==> config.mk <==
export PLATFORM = sky130hd
export DESIGN_NAME = uart_baud_gen
export DESIGN_NICKNAME = d
export VERILOG_FILES = /design/src/rtl/baud_pkg.sv /design/src/rtl/baud_ctrl.sv /design/src/rtl/baud_datapath.sv /design/src/rtl/uart_baud_gen.sv
export SDC_FILE = /design/constraint.sdc
export NUM_CORES = 1
export LEC_CHECK = 0
export BUFFER_PORTS_ARGS = -buffer_cell sky130_fd_sc_hd__buf_2
export CAP_MARGIN = 20
export CORE_AREA = 2 2 72 74
export DETAILED_ROUTE_END_ITERATION = 6
export DIE_AREA = 0 0 74 76
export PLACE_DENSITY = 0.68
export SYNTH_ARGS = -nofsm -noshare
export SYNTH_HDL_FRONTEND = slang
export SYNTH_SLANG_ARGS = --single-unit
==> constraint.sdc <==
create_clock -name clk -period 3.93 [get_ports clk]
set_clock_uncertainty 0.05 [all_clocks]
set_input_delay 0 -clock clk [delete_from_list [all_inputs] [get_ports clk]]
set_output_delay 0 -clock clk [all_outputs]
set_load 0.05 [all_outputs]
==> src/rtl/baud_pkg.sv <==
package baud_pkg;

  // Strobes from the control half to the datapath half.
  typedef struct packed {
    logic advance;  // one counted source event this cycle
    logic reload;   // restart divider and phase counter
  } baudStrobes_t;

endpackage

==> src/rtl/baud_ctrl.sv <==
module baud_ctrl
  import baud_pkg::*;
#(
  parameter int SYNC_STAGES = 2
) (
  input  logic         clk,
  input  logic         rstN,
  input  logic         uclkIn,
  input  logic         srcSel,
  input  logic         divWrEn,
  output baudStrobes_t strobes
);

  localparam int CHAIN_W = (SYNC_STAGES < 2) ? 2 : SYNC_STAGES;

  logic [CHAIN_W-1:0] syncChain;
  logic               uclkSync;
  logic               uclkPrev;
  logic               selQ;
  logic               uclkRise;
  logic               selChanged;

  // Synchronizer chain for the asynchronous pin clock
  always_ff @(posedge clk or negedge rstN) begin
    if (!rstN) begin
      syncChain <= '0;
      uclkPrev  <= 1'b0;
      selQ      <= 1'b0;
    end else begin
      syncChain <= {syncChain[CHAIN_W-2:0], uclkIn};
      uclkPrev  <= uclkSync;
      selQ      <= srcSel;
    end
  end

  assign uclkSync   = syncChain[CHAIN_W-1];
  assign uclkRise   = uclkSync & ~uclkPrev;
  assign selChanged = srcSel ^ selQ;

  always_comb begin
    strobes.reload  = divWrEn | selChanged;
    strobes.advance = srcSel ? uclkRise : 1'b1;
  end

  // a detected edge is always followed by a non-edge cycle
  assert_rise_isolated_R5: assert property (@(posedge clk) disable iff (!rstN)
    uclkRise |=> !uclkRise);

endmodule

==> src/rtl/baud_datapath.sv <==
module baud_datapath
  import baud_pkg::*;
#(
  parameter int          DIV_W      = 16,
  parameter int          OVERSAMPLE = 16,
  parameter logic [15:0] RESET_DIV  = 16'd1
) (
  input  logic             clk,
  input  logic             rstN,
  input  baudStrobes_t     strobes,
  input  logic             divWrEn,
  input  logic [DIV_W-1:0] divWrData,
  output logic             ovsTick,
  output logic             bitTick
);

  localparam int               PHASE_W   = (OVERSAMPLE > 1) ? $clog2(OVERSAMPLE) : 1;
  localparam logic [PHASE_W-1:0] PHASE_LAST = PHASE_W'(OVERSAMPLE - 1);
  localparam logic [DIV_W-1:0] DIV_ONE   = DIV_W'(1);
  localparam logic [DIV_W-1:0] DIV_INIT  = (RESET_DIV == 16'd0) ? DIV_ONE : DIV_W'(RESET_DIV);

  logic [DIV_W-1:0]   divReg;
  logic [DIV_W-1:0]   divEff;
  logic [DIV_W-1:0]   wrEff;
  logic [DIV_W-1:0]   loadVal;
  logic [DIV_W-1:0]   cnt;
  logic [PHASE_W-1:0] phase;
  logic               termHit;

  // Zero divisor is promoted to one
  assign divEff  = (divReg == '0) ? DIV_ONE : divReg;
  assign wrEff   = (divWrData == '0) ? DIV_ONE : divWrData;
  assign loadVal = divWrEn ? wrEff : divEff;
  assign termHit = strobes.advance && (cnt == '0) && !strobes.reload;

  always_ff @(posedge clk or negedge rstN) begin
    if (!rstN) begin
      divReg <= DIV_INIT;
    end else if (divWrEn) begin
      divReg <= divWrData;
    end
  end

  always_ff @(posedge clk or negedge rstN) begin
    if (!rstN) begin
      cnt     <= DIV_INIT - DIV_ONE;
      phase   <= '0;
      ovsTick <= 1'b0;
      bitTick <= 1'b0;
    end else begin
      ovsTick <= termHit;
      bitTick <= termHit && (phase == PHASE_LAST);
      if (strobes.reload) begin
        cnt   <= loadVal - DIV_ONE;
        phase <= '0;
      end else if (strobes.advance) begin
        if (cnt == '0) begin
          cnt   <= divEff - DIV_ONE;
          phase <= (phase == PHASE_LAST) ? '0 : phase + 1'b1;
        end else begin
          cnt <= cnt - DIV_ONE;
        end
      end
    end
  end

  // the down counter stays inside the programmed period
  assert_cnt_in_range_R2: assert property (@(posedge clk) disable iff (!rstN)
    cnt < divEff);

  // bit tick only together with an oversample tick
  assert_bit_with_ovs_R3: assert property (@(posedge clk) disable iff (!rstN)
    bitTick |-> ovsTick);

  // bit tick is a single-cycle pulse
  assert_bit_single_R8: assert property (@(posedge clk) disable iff (!rstN)
    bitTick |=> !bitTick);

  // a restart cycle is followed by quiet outputs
  assert_reload_quiet_R6: assert property (@(posedge clk) disable iff (!rstN)
    strobes.reload |=> (!ovsTick && !bitTick));

endmodule

==> src/rtl/uart_baud_gen.sv <==
module uart_baud_gen
  import baud_pkg::*;
#(
  parameter int          DIV_W       = 16,
  parameter int          OVERSAMPLE  = 16,
  parameter int          SYNC_STAGES = 2,
  parameter logic [15:0] RESET_DIV   = 16'd1
) (
  input  logic             clk,
  input  logic             rstN,
  input  logic             uclkIn,
  input  logic             srcSel,
  input  logic             divWrEn,
  input  logic [DIV_W-1:0] divWrData,
  output logic             ovsTick,
  output logic             bitTick
);

  baudStrobes_t strobes;

  baud_ctrl #(
    .SYNC_STAGES(SYNC_STAGES)
  ) i_ctrl (
    .clk    (clk),
    .rstN   (rstN),
    .uclkIn (uclkIn),
    .srcSel (srcSel),
    .divWrEn(divWrEn),
    .strobes(strobes)
  );

  baud_datapath #(
    .DIV_W     (DIV_W),
    .OVERSAMPLE(OVERSAMPLE),
    .RESET_DIV (RESET_DIV)
  ) i_datapath (
    .clk      (clk),
    .rstN     (rstN),
    .strobes  (strobes),
    .divWrEn  (divWrEn),
    .divWrData(divWrData),
    .ovsTick  (ovsTick),
    .bitTick  (bitTick)
  );

  // in pin-clock mode oversample ticks are never back to back
  assert_ovs_single_uclk_R8: assert property (@(posedge clk) disable iff (!rstN)
    (srcSel && $past(srcSel) && ovsTick) |=> !ovsTick);

endmodule

# After elaboration in Yosys (flattened, before gate mapping)
# Cells that the tools add are included.
[totals] register_bits=42 output_inout_bits=2 wordCells=38
[classes] add_sub_neg=4 eq_ne=1 mux=11 n_bitwise=4 reduce_logical=10
[ops] op="$mux W16" n=6
[ops] op="$logic_not A16 Y1" n=3
[ops] op="$sub A16 B1 Y16 const B" n=3
[ops] op="$mux W4" n=4
[ops] op="$add A4 B1 Y4 const B" n=1
[ops] op="$eq A4 B4 Y1 const B" n=1
[ops] op="$reduce_bool A2 Y1" n=2
[ops] op="$logic_and A1 B1 Y1" n=3
[ops] op="$reduce_and A2 Y1" n=1
[ops] op="$and A1 B1 Y1" n=1
[ops] op="$logic_not A1 Y1" n=1
[ops] op="$mux W1" n=1
[ops] op="$not A1 Y1" n=1
[ops] op="$or A1 B1 Y1" n=1
[ops] op="$xor A1 B1 Y1" n=1

# Logic depth before layout (Yosys ltp)
[logic_depth] ltp_word=6 depth_mapped=10 mapped_depth_nobuf=9

# Hierarchy
# Synthesis repeated with hierarchy kept, for this count alone.
[unflattened] hier_cells=252 area_unflattened_um2=2437.3
[modules_own_cells] mod="baud_datapath" instances=1 cells_each=244 area_per_inst_um2=2313.5 seq_area_each_um2=952.2
[modules_own_cells] mod="baud_ctrl" instances=1 cells_each=8 area_per_inst_um2=123.9 seq_area_each_um2=100.1

# Least setup slack after synthesis
# No wires, ideal clock.
[synth_timing] kind="register to register" startpoint="register i_ctrl.selQ" endpoint="register i_datapath.cnt[14]" setup_time_ps=82 arrival_time_ps=2788 required_ps=3798 slack_ps=1010 path_stages_with_launch=10 path_buffers=0 synth_period_minus_slack_ps=2920 cell_sequence="dfrtp_1 > xor2_2 > a41o_2 > a221o_1 > o21ai_1 > ha_1 > nor4b_2 > nand3_1 > or4b_1 > a31oi_1"
[synth_between] elab_chain_len=3
[synth_rtl] item="from (decl)" line="baud_ctrl.sv:19" rtl="logic selQ;"
[synth_rtl] item="from (signal assigned)" line="baud_ctrl.sv:32" rtl="selQ <= srcSel;"
[synth_rtl] item="$xor A1 B1 Y1 (*)" line="baud_ctrl.sv:38" rtl="assign selChanged = srcSel ^ selQ;"
[synth_rtl] item="$or A1 B1 Y1 (*)" line="baud_ctrl.sv:41" rtl="strobes.reload = divWrEn | selChanged;"
[synth_rtl] item="$mux W16 or $reduce_bool A2 Y1 (tied branches)"
[synth_rtl] item="to (signal assigned)" line="baud_datapath.sv:54" rtl="cnt <= loadVal - DIV_ONE;"
[synth_rtl] item="to (signal assigned)" line="baud_datapath.sv:58" rtl="cnt <= divEff - DIV_ONE;"
[synth_rtl] item="to (signal assigned)" line="baud_datapath.sv:61" rtl="cnt <= cnt - DIV_ONE;"
[synth_rtl] item="to (decl)" line="baud_datapath.sv:26" rtl="logic [DIV_W-1:0] cnt;"
# Every way passes the cells marked *; elsewhere a longest branch is shown, timed or not.
# A chain may end at the register's enable or synchronous reset.

# Worst setup path in the final report
# Ends and elaborated chain as after synthesis.

==> metrics.cfg <==
[timing]
setup_viol_count_final = 0
hold_viol = 0
tightest_slew_ns = 0.920
grt_setup_unrepaired = no
final_period_minus_worst_setup_slack_ns = 3.22
slew_headroom = 0.387
report.final.slew_viol_count = 0
setup_tns_ns = 0
fmax_ghz = 0.311
finalCritPeriodShare = 0.818
setup_slack_ns = 0.714

[clocking]
cts_tree = done
htree_levels = 2
clock_path_buffers = 2
cts_setup_buffers = 0
cts-root-buf = clkbuf_8
path_clk_slew_ns = 0.09
clock-sinks = 42
insertion_delay_ns = 0.31
cts_made_buffers = 5

[critical_path]
worstReg2RegStart = i_ctrl.selQ$_DFF_PN0_
worstRegToRegCells = 9
r2r_end = i_datapath.cnt[14]$_DFFE_PN0P_
path_cells = xor2_2 > a41o_2 > a221o_1 > o21ai_1 > ha_1 > nor4b_2 > nand3_1 > or4b_1 > a31oi_1
reg2reg_slack_ns = 0.71
path_delay_family = simple AND/OR/NAND/NOR gates
path_buf_inv = 0
cp_max_fo = 7
cp-end-kind = register
crit_slowest_cell = or4b_1
crit_type = register to register
required_ns = 4.11
slowest_delay_ns = 0.52
cp.arrival_ns = 3.40
worstSetupStartpointType = register

[synth]
synth_warnings = 0
synth_seq_area_share = 0.442
synth.most_common_cell = dfrtp_1
synth_top_area_cell = dfrtp_1
synth_cell_types = 52
syn_avg_cell_area_sq_um = 9.56
async_flop_share = 1.00
synth_area_leaders = dfrtp_1 43%, mux2_2 5.2%, nor2_1 4.7%, mux2i_1 4.2%, nand2_1 3.9%
synthTopCellsByCount = 41 x dfrtp_1, 30 x nor2_1, 25 x nand2_1
syn_nets = 272
synth-seq-cells = 42
synth-edff-count = 0
yosys_most_used_dff = dfrtp_1
synth.cell_area_sq_um = 2380
synthCells = 249
yosysTopAreaCellShare = 0.431

[pwr]
leakage_uw = 0.00123
power.density_nw_per_um2 = 397
vdd_ir_drop_max_uv = 248

[placed_design]
dp.cells = 334
port-buffer-count = 22
place_congestion = 0.923
hpwl_microns = 4410
dp_slack_ns = 0.750

[layout]
fin_cells = 361
nets = 313
syn2layout_area_growth_pct = 20.0
drive_gt1_frac = 0.186
antenna_cells = 0

[hold_path]
hold_depth = 2
holdPathEnd = i_datapath.divReg[3]$_DFFE_PN0P_
hold_start = divWrEn
min_path_type = input port to register

[floorplan]
initial_core_util = 0.484
dieArea_sq_um = 5620
chipWidth_microns = 74
core_sq_um = 4910
die_y_microns = 76
num_rows = 26
boundaryPins = 23

[detailed_routing]
first_pass_iters = 4
drc = 0
num_vias = 2076
wire_per_inst_microns = 17.1
vias_per_cell = 5.75
initialDrtViolationCount = 164
ant_nets = 0
drt-total-wl_microns = 6180

[grt]
grt.total_usage = 0.250
first_global_vias = 2165
overflow = 0
grt_pass1_wl_microns = 10600
grt_max_degree = 43
antenna_found_initial = 0

[outcome]
status = finished clean

[job]
cap_violations = 0

-- cells by family (layout without fill, tap and decap cells) --
| kind of cell | Yosys count | count (layout) | share of synthesized area |
|---|---|---|---|
| XOR/XNOR | 9 | 9 | 0.0394 |
| adder cells (fa/ha/maj) | 2 | 2 | 0.0105 |
| flip-flops | 42 | 42 | 0.442 |
| multiplexers | 21 | 21 | 0.0941 |
| buffers and inverters | 18 | 60 | 0.0321 |
| AO/OA/AOI/OAI | 58 | 58 | 0.175 |
| AND/OR/NAND/NOR | 99 | 99 | 0.207 |
-- cell usage in the layout, fill, tap and decap left out, types with 8 or more instances in the layout --
master	netlist	routed
mux2i_1	10	10
inv_1	8	8
nand2_1	25	25
a21oi_1	13	13
nor2_1	30	30
buf_2	1	22
mux2_2	11	11
nor4_1	12	12
dlygate4sd3_1	0	19
dfrtp_1	41	41
o21ai_0	10	10
-- flip-flops by register name, indices dropped and copies added, names as in the netlist --
| signal | count |
|---|---|
| i_datapath.cnt | 16 |
| i_ctrl.uclkPrev | 1 |
| i_datapath.phase | 4 |
| i_datapath.bitTick | 1 |
| i_ctrl.selQ | 1 |
| i_datapath.divReg | 16 |
| i_ctrl.syncChain | 2 |
| i_datapath.ovsTick | 1 |
-- routing by layer --
layer  vias up  routed length (microns)  track usage
met2        81                     2910        0.388
met3        15                      337       0.0569
met4         0                      183        0.100
met5         -                        0            0
li1       1004                        -            -
met1       976                     2750        0.334
-- how the worst max path moves through the flow --
stage,startpoint,end,slack [ns],depth (start not counted)
floorplan,i_ctrl.selQ$_DFF_PN0_,i_datapath.cnt[14]$_DFFE_PN0P_,1.01,9
global placement,i_ctrl.selQ$_DFF_PN0_,i_datapath.cnt[14]$_DFFE_PN0P_,0.83,9
detailed placement,i_ctrl.selQ$_DFF_PN0_,i_datapath.cnt[14]$_DFFE_PN0P_,0.75,9
CTS,i_ctrl.selQ$_DFF_PN0_,i_datapath.cnt[14]$_DFFE_PN0P_,0.74,9
global route,i_ctrl.selQ$_DFF_PN0_,i_datapath.cnt[14]$_DFFE_PN0P_,0.45,9
finish,i_ctrl.selQ$_DFF_PN0_,i_datapath.cnt[14]$_DFFE_PN0P_,0.71,9
-- worst register-to-register path: cells and delay by family, from the launching register on --
family	cells	cell delay (ns)
AND/OR/NAND/NOR	3	1.19
AO/OA/AOI/OAI	4	0.97
flip-flops	1	0.44
XOR/XNOR	1	0.25
adder cells (fa/ha/maj)	1	0.25
-- report_power, final --
group / leakage, uW / total, uW / switching (uW) / internal (uW)
clock network: 0.0000585 / 359 / 152 / 207
logic: 0.000675 / 236 / 129 / 106
registers: 0.000497 / 540 / 56.6 / 484
-- timing repair --
| action | CTS | global route |
|---|---|---|
| endpoints found under the hold margin | 59 | 0 |
| hold buffers | 19 | 0 |
| gates resized for setup | 0 | 0 |
-- final cells by class --
| cell class | count | area [sq um] |
|---|---|---|
| clock buffers | 7 | 86.3 |
| clock inverters | 1 | 30.0 |
| fillers | 439 | 2060 |
| inverters | 9 | 33.8 |
| multi-input cells | 189 | 1250 |
| flip-flops and latches | 42 | 1050 |
| well taps | 70 | 87.6 |
| repair buffers | 43 | 315 |
-- per-stage QoR --
stage	util	instance area, sq um	hold slack, ns	total power (uW)
2_1_floorplan	-	2380	-0.346	688
3_3_place_gp	0.519	2550	0.0602	762
3_5_place_dp	0.519	2550	0.0622	765
4_1_cts	0.582	2860	0.0401	1140
5_1_grt	0.582	2860	0.0666	1200
6_report	0.582	2860	0.0406	1130
No activity file was read; power rests on OpenSTA's default activity.
